<file path="config.mk">
export PLATFORM = sky130hd
export DESIGN_NAME = ctl_sequencer
export DESIGN_NICKNAME = d
export VERILOG_FILES = /design/src/rtl/ctlseq_pkg.sv /design/src/rtl/step_ctr.sv /design/src/rtl/ctl_decode.sv /design/src/rtl/ctl_sequencer.sv
export SDC_FILE = /design/constraint.sdc
export NUM_CORES = 1
export LEC_CHECK = 0
export BUFFER_PORTS_ARGS = -buffer_cell sky130_fd_sc_hd__buf_2
export CORE_ASPECT_RATIO = 0.9
export CORE_MARGIN = 3
export CORE_UTILIZATION = 46
export DETAILED_ROUTE_END_ITERATION = 10
export PLACE_DENSITY = 0.8
export SLEW_MARGIN = 20
export SYNTH_ARGS = -nofsm -noshare
export SYNTH_HDL_FRONTEND = slang
export SYNTH_SLANG_ARGS = --single-unit
</file>
<file path="constraint.sdc">
create_clock -name clk -period 2.35 [get_ports clk]
set_input_delay 0.3525 -clock clk [delete_from_list [all_inputs] [get_ports clk]]
set_output_delay 0.3525 -clock clk [all_outputs]
set_load 0.02 [all_outputs]
</file>
<file path="src/rtl/ctlseq_pkg.sv">
package ctlseq_pkg;

    localparam int OP_W       = 5;
    localparam int MIN_STEP_W = 3;

    localparam logic [OP_W-1:0] OPC_NOP  = 5'd0;
    localparam logic [OP_W-1:0] OPC_LD   = 5'd1;
    localparam logic [OP_W-1:0] OPC_ST   = 5'd3;
    localparam logic [OP_W-1:0] OPC_BR   = 5'd8;
    localparam logic [OP_W-1:0] OPC_ADD  = 5'd12;
    localparam logic [OP_W-1:0] OPC_ADDI = 5'd13;
    localparam logic [OP_W-1:0] OPC_SHR  = 5'd26;
    localparam logic [OP_W-1:0] OPC_STOP = 5'd31;

    typedef enum logic [2:0] {
        ALU_NONE  = 3'd0,
        ALU_ADD   = 3'd1,
        ALU_INC4  = 3'd2,
        ALU_PASSB = 3'd3,
        ALU_SHR   = 3'd4
    } alu_fn_e;

    typedef struct packed {
        logic    pc_out;
        logic    pc_in;
        logic    ma_in;
        logic    md_out;
        logic    md_in;
        logic    ir_in;
        logic    a_in;
        logic    c_in;
        logic    c_out;
        logic    r_out;
        logic    r_in;
        logic    base_out;
        logic    c2_out;
        logic    c1_out;
        logic    sel_ra;
        logic    sel_rb;
        logic    sel_rc;
        logic    mem_rd;
        logic    mem_wr;
        logic    wait_mem;
        logic    done;
        logic    cnt_load;
        logic    cnt_dec;
        logic    con_load;
        logic    halt;
        alu_fn_e alu;
    } ctl_word_t;

    localparam int CW_W = $bits(ctl_word_t);

    // Gathers every strobe that drives the shared bus into one vector.
    function automatic logic [6:0] bus_drivers(input ctl_word_t w);
        return {w.pc_out, w.c_out, w.md_out, w.r_out, w.base_out, w.c2_out, w.c1_out};
    endfunction

endpackage

</file>
<file path="src/rtl/step_ctr.sv">
module step_ctr
    import ctlseq_pkg::*;
#(
    parameter int STEP_W = MIN_STEP_W
) (
    input  logic              clk,
    input  logic              rst,
    input  logic              active,
    input  logic              stall,
    input  logic              done,
    input  logic              loop_here,
    output logic [STEP_W-1:0] step
);

    localparam logic [STEP_W-1:0] HOME = '0;
    localparam logic [STEP_W-1:0] LAST_FETCH = STEP_W'(2);
    localparam logic [STEP_W-1:0] FIRST_EXEC = STEP_W'(3);

    always_ff @(posedge clk) begin
        if (rst) begin
            step <= HOME;
        end else if (!active) begin
            step <= HOME;
        end else if (stall) begin
            step <= step;
        end else if (done) begin
            step <= HOME;
        end else if (loop_here) begin
            step <= step;
        end else begin
            step <= step + STEP_W'(1);
        end
    end

    a_r1_idle_home: assert property (@(posedge clk) disable iff (rst)
        !active |=> step == HOME);

    a_r3_stall_hold: assert property (@(posedge clk) disable iff (rst)
        (active && stall) |=> $stable(step));

    a_r10_end_home: assert property (@(posedge clk) disable iff (rst)
        (active && done && !stall) |=> step == HOME);

    a_r8_loop_hold: assert property (@(posedge clk) disable iff (rst)
        (active && loop_here && !stall) |=> $stable(step));

    a_r2_fetch_to_exec: assert property (@(posedge clk) disable iff (rst)
        (active && step == LAST_FETCH && !stall && !done) |=> step == FIRST_EXEC);

endmodule

</file>
<file path="src/rtl/ctl_decode.sv">
module ctl_decode
    import ctlseq_pkg::*;
#(
    parameter int STEP_W = MIN_STEP_W
) (
    input  logic [STEP_W-1:0] step,
    input  logic [OP_W-1:0]   opcode,
    input  logic              run,
    input  logic              cond_true,
    input  logic              count_zero,
    output ctl_word_t         cw,
    output logic              loop_here
);

    localparam logic [STEP_W-1:0] T0 = STEP_W'(0);
    localparam logic [STEP_W-1:0] T1 = STEP_W'(1);
    localparam logic [STEP_W-1:0] T2 = STEP_W'(2);
    localparam logic [STEP_W-1:0] T3 = STEP_W'(3);
    localparam logic [STEP_W-1:0] T4 = STEP_W'(4);
    localparam logic [STEP_W-1:0] T5 = STEP_W'(5);
    localparam logic [STEP_W-1:0] T6 = STEP_W'(6);
    localparam logic [STEP_W-1:0] T7 = STEP_W'(7);

    // Execution steps shared by the arithmetic group (add, addi).
    function automatic ctl_word_t arith_word(input logic [STEP_W-1:0] t, input logic imm);
        ctl_word_t w;
        w = '0;
        unique case (t)
            T3: begin w.sel_rb = 1'b1; w.r_out = 1'b1; w.a_in = 1'b1; end
            T4: begin
                if (imm) w.c2_out = 1'b1;
                else begin w.sel_rc = 1'b1; w.r_out = 1'b1; end
                w.alu = ALU_ADD; w.c_in = 1'b1;
            end
            T5: begin w.c_out = 1'b1; w.sel_ra = 1'b1; w.r_in = 1'b1; w.done = 1'b1; end
            default: w.done = 1'b1;
        endcase
        return w;
    endfunction

    // Execution steps for the memory group (ld, st); address steps shared.
    function automatic ctl_word_t mem_word(input logic [STEP_W-1:0] t, input logic is_store);
        ctl_word_t w;
        w = '0;
        unique case (t)
            T3: begin w.sel_rb = 1'b1; w.base_out = 1'b1; w.a_in = 1'b1; end
            T4: begin w.c2_out = 1'b1; w.alu = ALU_ADD; w.c_in = 1'b1; end
            T5: begin w.c_out = 1'b1; w.ma_in = 1'b1; end
            T6: begin
                if (is_store) begin
                    w.sel_ra = 1'b1; w.r_out = 1'b1; w.md_in = 1'b1; w.mem_wr = 1'b1;
                end else begin
                    w.mem_rd = 1'b1; w.wait_mem = 1'b1;
                end
            end
            T7: begin
                if (is_store) begin
                    w.wait_mem = 1'b1;
                end else begin
                    w.md_out = 1'b1; w.sel_ra = 1'b1; w.r_in = 1'b1;
                end
                w.done = 1'b1;
            end
            default: w.done = 1'b1;
        endcase
        return w;
    endfunction

    function automatic ctl_word_t branch_word(input logic [STEP_W-1:0] t, input logic take);
        ctl_word_t w;
        w = '0;
        unique case (t)
            T3: begin w.sel_rc = 1'b1; w.r_out = 1'b1; w.con_load = 1'b1; end
            T4: begin w.sel_rb = 1'b1; w.r_out = 1'b1; w.pc_in = take; w.done = 1'b1; end
            default: w.done = 1'b1;
        endcase
        return w;
    endfunction

    function automatic ctl_word_t shift_word(input logic [STEP_W-1:0] t, input logic cz);
        ctl_word_t w;
        w = '0;
        unique case (t)
            T3: begin w.c1_out = 1'b1; w.cnt_load = 1'b1; end
            T4: begin
                if (cz) begin w.sel_rc = 1'b1; w.r_out = 1'b1; w.cnt_load = 1'b1; end
            end
            T5: begin w.sel_rb = 1'b1; w.r_out = 1'b1; w.alu = ALU_PASSB; w.c_in = 1'b1; end
            T6: begin
                if (!cz) begin
                    w.c_out = 1'b1; w.alu = ALU_SHR; w.c_in = 1'b1; w.cnt_dec = 1'b1;
                end
            end
            T7: begin w.c_out = 1'b1; w.sel_ra = 1'b1; w.r_in = 1'b1; w.done = 1'b1; end
            default: w.done = 1'b1;
        endcase
        return w;
    endfunction

    ctl_word_t exec_w;

    always_comb begin
        exec_w = '0;
        unique case (opcode)
            OPC_ADD:  exec_w = arith_word(step, 1'b0);
            OPC_ADDI: exec_w = arith_word(step, 1'b1);
            OPC_LD:   exec_w = mem_word(step, 1'b0);
            OPC_ST:   exec_w = mem_word(step, 1'b1);
            OPC_BR:   exec_w = branch_word(step, cond_true);
            OPC_SHR:  exec_w = shift_word(step, count_zero);
            OPC_STOP: begin exec_w.halt = 1'b1; exec_w.done = 1'b1; end
            default:  exec_w.done = 1'b1;
        endcase
    end

    always_comb begin
        cw = '0;
        loop_here = 1'b0;
        unique case (step)
            T0: begin
                if (run) begin
                    cw.pc_out = 1'b1; cw.ma_in = 1'b1; cw.alu = ALU_INC4; cw.c_in = 1'b1;
                end
            end
            T1: begin
                cw.mem_rd = 1'b1; cw.c_out = 1'b1; cw.pc_in = 1'b1; cw.wait_mem = 1'b1;
            end
            T2: begin
                cw.md_out = 1'b1; cw.ir_in = 1'b1;
            end
            default: begin
                cw = exec_w;
                loop_here = (opcode == OPC_SHR) && (step == T6) && !count_zero;
            end
        endcase
    end

endmodule

</file>
<file path="src/rtl/ctl_sequencer.sv">
module ctl_sequencer
    import ctlseq_pkg::*;
#(
    parameter int STEP_W = MIN_STEP_W
) (
    input  logic              clk,
    input  logic              rst,
    input  logic              run,
    input  logic [OP_W-1:0]   opcode,
    input  logic              mem_done,
    input  logic              cond_true,
    input  logic              count_zero,
    output logic [STEP_W-1:0] step,
    output logic [CW_W-1:0]   cw
);

    ctl_word_t word;
    logic      loop_here;
    logic      active;
    logic      stall;

    assign active = run || (step != '0);
    assign stall  = word.wait_mem && !mem_done;
    assign cw     = word;

    ctl_decode #(.STEP_W(STEP_W)) dec_i (
        .step       (step),
        .opcode     (opcode),
        .run        (run),
        .cond_true  (cond_true),
        .count_zero (count_zero),
        .cw         (word),
        .loop_here  (loop_here)
    );

    step_ctr #(.STEP_W(STEP_W)) ctr_i (
        .clk       (clk),
        .rst       (rst),
        .active    (active),
        .stall     (stall),
        .done      (word.done),
        .loop_here (loop_here),
        .step      (step)
    );

    a_r11_one_driver: assert property (@(posedge clk) disable iff (rst)
        $onehot0(bus_drivers(word)));

    a_r11_rdwr_excl: assert property (@(posedge clk) disable iff (rst)
        !(word.mem_rd && word.mem_wr));

    a_r1_idle_word: assert property (@(posedge clk) disable iff (rst)
        (step == '0 && !run) |-> (cw == '0));

endmodule

</file>
==> results of run 1 <==
==> layout make-up <==
class | instances | area share (%)
Multi-Input combinational cell | 99 | 62.3
Timing Repair Buffer | 52 | 24.3
Sequential cell | 3 | 5.09
Inverter | 12 | 3.67
Tap cell | 24 | 2.44
Clock buffer | 4 | 2.14
==> cell families after synthesis <==
family | Yosys count | synth area share, %
adder cells (fa/ha/maj) | 6 | 8.65
AND/OR/NAND/NOR | 60 | 40.8
buffers and inverters | 22 | 13.1
AO/OA/AOI/OAI | 33 | 30.6
flip-flops | 3 | 6.92
==> worst paths after layout <==
| check | from | endpoint | slack, ns | cells after the start |
|---|---|---|---|---|
| setup / recovery | ctr_i.step[0] | cw[20] | 0.05 | 7 |
| setup reg to reg | ctr_i.step[0] | ctr_i.step[0] | 0.32 | 8 |
| hold reg to reg | ctr_i.step[0] | ctr_i.step[0] | 0.52 | 2 |
| hold / removal | rst | ctr_i.step[1] | 0.44 | 4 |
==> stage by stage <==
stage | instances | hold WS, ns
floorplan | 124 | 0.577
global placement | 187 | 0.561
detailed placement | 187 | 0.575
CTS | 192 | 0.448
global route | 194 | 0.476
finish | 194 | 0.442
==> cells in the mapped netlist (2+ instances only) <==
library cell / number
nor2_1: 13
inv_1: 11
nand2_1: 11
nand3_1: 7
ha_1: 6
o21ai_0: 6
buf_2: 4
nor3_1: 4
a31oi_1: 3
buf_4: 3
dfxtp_1: 3
o22ai_1: 3
or3_1: 3
a21oi_1: 2
a21oi_2: 2
buf_6: 2
nand2b_1: 2
nor2b_1: 2
nor3_2: 2
nor4b_1: 2
o2111ai_1: 2
o21ai_1: 2
==> power by group through the flow <==
stage,Combinational (mW),Sequential [mW],Clock [mW]
after floorplan,0.382,0.0942,0
after global placement,0.538,0.0793,0
after detailed placement,0.551,0.0804,0
after CTS,0.597,0.0756,0.0957
after global routing,0.709,0.0819,0.0994
final,0.662,0.0785,0.0940
==> worst max-delay path, cell delays in order (launching register included) <==
cell and delay, ns:
dfxtp_2 0.32, inv_2 0.06, ha_2 0.20, and3b_2 0.22, or4b_4 0.21, inv_1 0.04
or4_4 0.52, buf_6 0.15
==> what timing repair did <==
action                     4_1_cts  5_1_grt
resized for setup                9       11
setup buffers                    1        2
setup endpoints to repair        7        6
pin swaps                        2        2
hold buffers                     0        0
==> metal layers <==
| layer | part of all wire, % | global-route usage [%] | vias up |
|---|---|---|---|
| met4 | 1.5 | 11.5 | 0 |
| met1 | 43 | 33.8 | 553 |
| met3 | 8.4 | 1.59 | 9 |
| met5 | 0 | 0 | - |
| met2 | 47 | 43.7 | 66 |
| li1 | - | - | 546 |
==> out/metrics.csv, run 1 <==
metric,value,unit
outcome,"finished, final reports clean",
NetSw,443,uW
grt ovf,0,
Synth area leaders,"ha_1 (8.6%), dfxtp_1 (6.9%), nor2_1 (5.6%)",
Post-synth EDFFs,0,
Avg WL per Cell,15.5,um
"Primary FF master, synth",dfxtp_1,
Root Buffer,clkbuf_4,
sequential share of power,9.4,%
post-synthesis cell count,124,
Final ANT Viol Nets,0,
# fillers,142,
Rel. slew slack,69.4,%
Comb power frac,79.3,%
GPL Wtd Cong,0.958,
DP HPWL,2.28,mm
pwr/cell area,679,mW/mm^2
synthesis warning total,0,
layout cells sized above 1,51.2,%
CTS buffer count,3,
Worst Path Required,2.00,ns
Top Registers,ctr_i.step: 3 flops,
CTS tree,built,
Routed WL,3.02,mm
DRC,0,
worst-path maximum fanout,3,
Storage cell area,62.6,um^2
area occupied by multi-input gates,766,um^2
ANT cells,0,
H-tree Lvls,1,
Die Y-Extent,47.2,um
vias per cell,6.05,
max reg flops,3,
Die W,51.8,um
post-layout power,834,uW
Area after DPL,0.00112,mm^2
largest area contributor in the netlist,ha_1,
Tot GR Track Use,25.6,%
FP Rows,14,
fin util,70.9,%
area fraction of the dominant cell type after synthesis,8.65,%
core area,0.00173,mm^2
layout overhead on the synthesized area,41.5,%
# setup viols final,0,
"Design Area, Final",0.00123,mm^2
Final TNS setup,0,ns
clk sinks,3,
Synth Net Count,141,
setup ws final,0.0528,ns
HP Class,primary input to flip-flop,
syn avg cell area,7.00,um^2
pre-CTS setup slack,0.00161,ns
Clk network pwr share,11.3,%
crit path DAT,1.94,ns
CP endpoint kind,primary output,
boundary pin count,42,
Clock transition at path regs,0.04,ns
Post-layout nets,188,
Tcrit/Tclk final,97.8,%
vias in the first global route,1011,
die area,0.00245,mm^2
"commonest non-fill, non-tap cell in the layout",buf_2,
post-synth cell types,51,
"Slew Viols, Final",0,
most frequent cells in the layout,"buf_2 (38), buf_4 (13), nor2_1 (12)",
Internal,391,uW
largest register by flop count,ctr_i.step,
Final Hold Viols,0,
Fmax,435,MHz
Leakage Power,0.580,nW
Synth async-reset ratio,0,%
Synth Cell Area,868,um^2
Max Cap Violations,0,
CTS Buffer Depth,2,
initial drt markers,48,
DR pass1 iterations,4,
vias post-DR,1174,
Worst Max-Slew Pin Slew,0.454,ns
worst skew pair latency,0.24,ns
VDD IR-drop max,0.000704,V
Sw Share,53.1,%
Synth Register Bits,3,
first-pass GRT wire length,4.67,mm
Period minus WS final,2.30,ns
sequential area share after synthesis,6.92,%
initial antenna violation count,0,
port bufs,41,
largest net degree at the start of global routing,15,
startpoint class of the critical path,flip-flop,
Max Clock Skew,0.0105,ns
CP Class,flip-flop to primary output,
Initial Utilization,50.1,%
Note: power is estimated with default switching activity, not from simulation.
==> run 2: changes to the inputs <==
--- a/config.mk
+++ b/config.mk
@@ -7,8 +7,8 @@
 export LEC_CHECK = 0
 export BUFFER_PORTS_ARGS = -buffer_cell sky130_fd_sc_hd__buf_2
 export CORE_ASPECT_RATIO = 0.9
-export CORE_MARGIN = 3
 export CORE_UTILIZATION = 46
+export CTS_BUF_LIST = sky130_fd_sc_hd__clkbuf_8 sky130_fd_sc_hd__clkbuf_16
 export DETAILED_ROUTE_END_ITERATION = 10
 export PLACE_DENSITY = 0.8
 export SLEW_MARGIN = 20
==> run 2 against run 1 <==
Fmax up 0.11%. Clock power up 61%. Setup slack better by 0.0026 ns. Sequential power up 14%. Total power up 5.4%. Flip-flop and latch count unchanged. Clock skew down 0.0082 ns. Critical path depth unchanged. Sequential share of layout area up 0.13 points. Largest power group unchanged.
==> out/metrics.csv, run 2 (synthesis results as in run 1) <==
metric,value,unit,change
startpoint class of the critical path,flip-flop,,
die area,0.00207,mm^2,-16%
vias in the first global route,1011,,unchanged
cell count after placement,187,,unchanged
fin util,72.5,%,+1.7 points
vias post-DR,1168,,-0.51%
most frequent cells in the layout,"buf_2 (38), nor2_1 (12), buf_4 (12)",,
final cell count without fillers,193,,-0.52%
FP Rows,14,,unchanged
Worst Path Required,2.00,ns,about the same
CP endpoint kind,primary output,,
Final TNS setup,0,ns,unchanged
CP Class,flip-flop to primary output,,
port bufs,41,,unchanged
clk sinks,3,,unchanged
DR pass1 iterations,4,,unchanged
# setup viols final,0,,unchanged
Crit-path slowest cell,or4_4,,
RSZ-0062 raised after global routing,no,,
"Design Area, Final",0.00124,mm^2,+1.3%
cell depth of the worst setup path,7,,unchanged
Hold Buf Count CTS,0,,unchanged
crit-path max cell delay,0.52,ns,about the same
max reg flops,3,,unchanged
Max Clock Skew,0.00234,ns,-0.00819 ns
Max Cap Violations,0,,unchanged
Root Buffer,clkbuf_8,,
crit path DAT,1.94,ns,about the same
final hold slack,0.485,ns,+0.0433 ns
Rel. slew slack,67.0,%,-2.4 points
pwr/cell area,706,mW/mm^2,+4.0%
Post-layout nets,187,,-0.53%
HP Class,primary input to flip-flop,,
"Slew Viols, Final",0,,unchanged
initial drt markers,59,,+23%
layout overhead on the synthesized area,43.4,%,
Period minus WS final,2.29,ns,-0.00256 ns
H-tree Lvls,1,,unchanged
CTS buffer count,3,,unchanged
Final ANT Viol Nets,0,,unchanged
Area after DPL,0.00112,mm^2,unchanged
CP Cell Sequence,"inv_2, ha_2, and3b_1, or4b_4, inv_1, or4_4, buf_6",,
initial antenna violation count,0,,unchanged
Fmax,436,MHz,+0.11%
GPL Wtd Cong,0.978,,+2.1%
grt ovf,0,,unchanged
layout cells sized above 1,50.3,%,-0.88 points
vias per cell,6.05,,about the same
ANT cells,0,,unchanged
Worst Max-Slew Pin Slew,0.491,ns,+0.0364 ns
largest net degree at the start of global routing,14,,-1
Tcrit/Tclk final,97.6,%,-0.11 points
core area,0.00172,mm^2,-1.0%
worst skew pair latency,0.22,ns,-0.02 ns
Initial Utilization,50.6,%,+0.51 points
"commonest non-fill, non-tap cell in the layout",buf_2,,
first-pass GRT wire length,4.53,mm,-3.0%
worst-path maximum fanout,5,,+2
DRC,0,,unchanged
CTS tree,built,,
Routed WL,2.96,mm,-1.8%
boundary pin count,42,,unchanged
Top Registers,ctr_i.step: 3 flops,,
largest register by flop count,ctr_i.step,,
VDD IR-drop max,0.000745,V,+5.8%
Die W,47.8,um,-7.7%
"CP delay by family, top",simple AND/OR/NAND/NOR gates,,
# fillers,140,,-1.4%
R2R depth,8,,unchanged
CTS Buffer Depth,2,,unchanged
hold depth,4,,unchanged
Die Y-Extent,43.2,um,-8.5%
Final Hold Viols,0,,unchanged
Leakage Power,0.602,nW,+3.8%
Tot GR Track Use,30.6,%,+5.0 points
Clock transition at path regs,0.03,ns,about the same
CP Buf/Inv Count,3,,unchanged
outcome,"finished, final reports clean",,
DP HPWL,2.20,mm,-3.4%
Avg WL per Cell,15.3,um,-1.2%
[run 2: path summary, 6_finish.rpt]
path / start / to / slack, ns
setup / recovery: ctr_i.step[0] / cw[20] / 0.06
hold / removal: rst / ctr_i.step[1] / 0.49
setup reg to reg: ctr_i.step[0] / ctr_i.step[0] / 0.26
hold reg to reg: ctr_i.step[0] / ctr_i.step[0] / 0.57
[run 2: cell type report]
class                      instances  area, um^2  share of cell area [%]
clock buffer                       3        41.3                    3.32
clock inverter                     1        3.75                   0.302
inverter                          12        45.0                    3.62
multi-input combinational         99         768                    61.7
sequential                         3        65.1                    5.23
tap                               24        30.0                    2.41
timing repair buffer              51         292                    23.4
[run 2: metal layers]
metal / GRT usage (%) / routed length [um]
met3: 4.68 / 207
met2: 45.9 / 1460
met1: 44.0 / 1260
met4: 8.89 / 31
met5: 0 / 0
[run 2: through the flow]
stage	setup WS, ns	power [mW]
4_1_cts	0.0153	0.804
5_1_grt	0.00255	0.933
3_5_place_dp	0.0300	0.627
3_3_place_gp	0.0718	0.613
2_1_floorplan	0.00613	0.476
6_report	0.0554	0.879
[run 2: tightest hold or removal path: cells and delay by family]
kind	cells	cell delay, ns
AOI/OAI and AO/OA	2	0.13
buffers and inverters	1	0.09
and+or+nand+nor	1	0.08
[run 2: what timing repair did]
item | CTS | global route
cloned | 0 | 0
setup endpoints to repair | 8 | 7
buffers inserted | 0 | 2
resized for setup | 7 | 13
pin swaps | 0 | 1
[run 2: power breakdown]
part / internal (mW) / switching (mW)
clock: 0.112 / 0.0393
combinational: 0.253 / 0.386
sequential: 0.0694 / 0.0200
==> run 3: changes to the inputs <==
--- a/config.mk
+++ b/config.mk
@@ -5,12 +5,14 @@
 export SDC_FILE = /design/constraint.sdc
 export NUM_CORES = 1
 export LEC_CHECK = 0
+export ABC_AREA = 1
 export BUFFER_PORTS_ARGS = -buffer_cell sky130_fd_sc_hd__buf_2
 export CORE_ASPECT_RATIO = 0.9
-export CORE_UTILIZATION = 46
+export CORE_UTILIZATION = 41
 export CTS_BUF_LIST = sky130_fd_sc_hd__clkbuf_8 sky130_fd_sc_hd__clkbuf_16
 export DETAILED_ROUTE_END_ITERATION = 10
-export PLACE_DENSITY = 0.8
+export PLACE_DENSITY = 0.76
+export SKIP_LAST_GASP = 1
 export SLEW_MARGIN = 20
 export SYNTH_ARGS = -nofsm -noshare
 export SYNTH_HDL_FRONTEND = slang
==> constraint.sdc (replaced) <==
create_clock -name clk -period 1.91 [get_ports clk]
set_input_delay 0.2865 -clock clk [delete_from_list [all_inputs] [get_ports clk]]
set_output_delay 0.2865 -clock clk [all_outputs]
set_load 0.02 [all_outputs]
==> run 3 against run 2 <==
The flow now finishes with violations (negative setup slack). Setup slack worse by 0.089 ns. Die area up 4.7%. Sequential share of layout area down 0.19 points. Flip-flop and latch count unchanged. Highest routed layer unchanged.
==> out/metrics.csv, run 3 <==
metric,value,unit,change
outcome,"complete, but fails checks",,
failing checks,negative setup slack,,
Max Clock Skew,0.000360,ns,-0.00199 ns
RSZ-0062 raised after global routing,yes,,
Final Hold Viols,0,,unchanged
# fillers,146,,+4.3%
post-synth cell types,24,,-53%
largest net degree at the start of global routing,12,,-2
Crit-path slowest cell,dfxtp_4,,
Initial Utilization,45.9,%,-4.7 points
initial antenna violation count,0,,unchanged
Sw Share,54.1,%,+3.5 points
DR pass1 iterations,4,,unchanged
Synth Net Count,168,,+19%
ANT cells,0,,unchanged
CTS tree,built,,
largest area contributor in the netlist,nand2_1,,
boundary pin count,42,,unchanged
DP HPWL,2.06,mm,-6.2%
area fraction of the dominant cell type after synthesis,19.9,%,+11 points
Clk network pwr share,12.6,%,-4.6 points
Rel. slew slack,81.3,%,+14 points
Internal,643,uW,+48%
layout cells sized above 1,52.4,%,+2.1 points
largest register by flop count,ctr_i.step,,
Final ANT Viol Nets,0,,unchanged
CP Buf/Inv Count,3,,unchanged
GPL Wtd Cong,0.950,,-2.8%
Die W,48.9,um,+2.3%
Avg WL per Cell,13.4,um,-13%
Period minus WS final,1.94,ns,
Top Registers,ctr_i.step: 3 flops,,
grt ovf,0,,unchanged
CP endpoint kind,primary output,,
Worst Max-Slew Pin Slew,0.280,ns,-0.211 ns
post-synthesis cell count,151,,+22%
initial drt markers,47,,-20%
synth cell count leaders,"nand2_1 (43), inv_1 (26), nor2_1 (17), nand3_1 (10)",,
Leakage Power,0.795,nW,+32%
Fmax,515,MHz,
post-layout power,1.40,mW,+60%
Max Cap Violations,0,,unchanged
syn avg cell area,5.38,um^2,-23%
CP Class,flip-flop to primary output,,
worst-path maximum fanout,6,,+1
FP Rows,14,,unchanged
port bufs,41,,unchanged
NetSw,759,uW,+70%
DRC,0,,unchanged
fin util,75.8,%,+3.3 points
CTS buffer count,3,,unchanged
startpoint class of the critical path,flip-flop,,
most frequent cells in the layout,"nand2_1 (38), buf_2 (33), inv_1 (19), buf_4 (19), nor2_1 (12)",,
"CP delay by family, top",flip-flops,,
final cell count without fillers,230,,+19%
pwr/cell area,1050,mW/mm^2,+48%
Die Y-Extent,44.2,um,+2.3%
Tot GR Track Use,27.7,%,-2.9 points
Reg2Reg Setup Slack,0.15,ns,-0.11 ns
vias per cell,5.34,,-12%
H-tree Lvls,1,,unchanged
Synth area leaders,"nand2_1 (20%), inv_1 (12%), ha_1 (9.2%)",,
Synth Register Bits,3,,unchanged
Synth async-reset ratio,0,%,unchanged
CP Cell Sequence,"ha_4, ha_4, inv_4, buf_4, a2111oi_4, buf_4",,
Post-synth EDFFs,0,,unchanged
synthesis warning total,0,,unchanged
vias post-DR,1228,,+5.1%
worst skew pair latency,0.21,ns,about the same
Clock transition at path regs,0.03,ns,about the same
HP Class,primary input to flip-flop,,
sequential area share after synthesis,7.40,%,+0.48 points
Root Buffer,clkbuf_8,,
die area,0.00216,mm^2,+4.7%
setup ws final,-0.0333,ns,-0.0887 ns
core area,0.00177,mm^2,+3.1%
Worst Path Required,1.62,ns,-0.38 ns
VDD IR-drop max,0.000955,V,+28%
vias in the first global route,1073,,+6.1%
crit path DAT,1.66,ns,-0.28 ns
cell count after placement,219,,+17%
Post-layout nets,224,,+20%
"Slew Viols, Final",0,,unchanged
max reg flops,3,,unchanged
Synth Cell Area,812,um^2,-6.5%
clk sinks,3,,unchanged
crit-path max cell delay,0.40,ns,-0.12 ns
Tcrit/Tclk final,102,%,
"commonest non-fill, non-tap cell in the layout",nand2_1,,
first-pass GRT wire length,4.71,mm,+3.9%
layout overhead on the synthesized area,65.2,%,
top-count cell post-synth,nand2_1,,
# setup viols final,3,,+3
Comb power frac,77.6,%,+4.9 points
Routed WL,3.08,mm,+3.8%
CTS Buffer Depth,2,,unchanged
"Primary FF master, synth",dfxtp_1,,
sequential share of power,9.8,%,-0.4 points
-- run 3: changes by cell type after synthesis, sizes merged, moves of 4 or more --
| cell | before | now |
|---|---|---|
| nor2 | 13 | 24 |
| buf | 9 | 3 |
| nand4 | 0 | 6 |
| inv | 12 | 32 |
| a31oi | 4 | 0 |
| nand2 | 12 | 49 |
-- run 3: worst paths after layout --
| path | from | cells after the start | endpoint |
|---|---|---|---|
| hold / removal | rst | 5 | ctr_i.step[2] |
| hold reg to reg | ctr_i.step[2] | 4 | ctr_i.step[2] |
| setup / recovery | ctr_i.step[1] | 6 | cw[6] |
| setup reg to reg | ctr_i.step[1] | 11 | ctr_i.step[1] |
-- run 3: area by class of cell --
cell class,instances,area [um^2],area share [%]
clock buffers,3,41.3,3.08
clock inverters,1,3.75,0.280
flip-flops and latches,3,67.6,5.04
inverters,32,130,9.70
multi-input cells,113,738,55.0
well taps,24,30.0,2.24
repair buffers,54,330,24.6
-- run 3: power by group through the flow --
stage               logic (mW)  clock network, mW  registers [mW]
floorplan                0.579                  0           0.139
global placement         0.852                  0           0.114
detailed placement       0.858                  0           0.120
CTS                       1.00              0.182           0.134
global route              1.17              0.190           0.140
finish                    1.09              0.176           0.138
-- run 3: repair_timing --
action                     4_1_cts  5_1_grt
gates cloned                     0        0
setup endpoints to repair       14       14
setup buffers                    6        1
hold buffers                     0        0
gates resized for setup         30       17
pin swaps                        6        4
-- run 3: cell families (layout without fill, tap and decap cells) --
group / count (synthesis) / count (layout) / share of synthesized area, %
AND/OR/NAND/NOR: 93 / 93 / 54.4
AO/OA/AOI/OAI: 14 / 14 / 10.9
buffers and inverters: 35 / 90 / 18.0
adder cells (fa/ha/maj): 6 / 6 / 9.24
flip-flops: 3 / 3 / 7.40
-- run 3: metrics by stage --
step	setup TNS, ns	area (um^2)	hold WS [ns]	worst slack (ns)
5_1_grt	-0.783	1340	0.506	-0.0980
6_report	-0.0548	1340	0.452	-0.0333
4_1_cts	-0.0430	1290	0.437	-0.0164
3_5_place_dp	0	1100	0.540	0.0361
3_3_place_gp	0	1100	0.522	0.0856
2_1_floorplan	0	845	0.536	0.0107
-- run 3: tightest hold or removal path: stages --
cell and delay [ns]:
buf_2 0.07, o21bai_1 0.09, inv_1 0.07, nand2_1 0.07, nor2_1 0.04
-- run 3: metal layers --
layer	vias up	part of all wire [%]	global-route usage, %
li1	580	-	-
met5	-	0	0
met1	571	38	34.2
met2	73	53	51.1
met3	4	7.9	3.09
met4	0	0.91	8.82
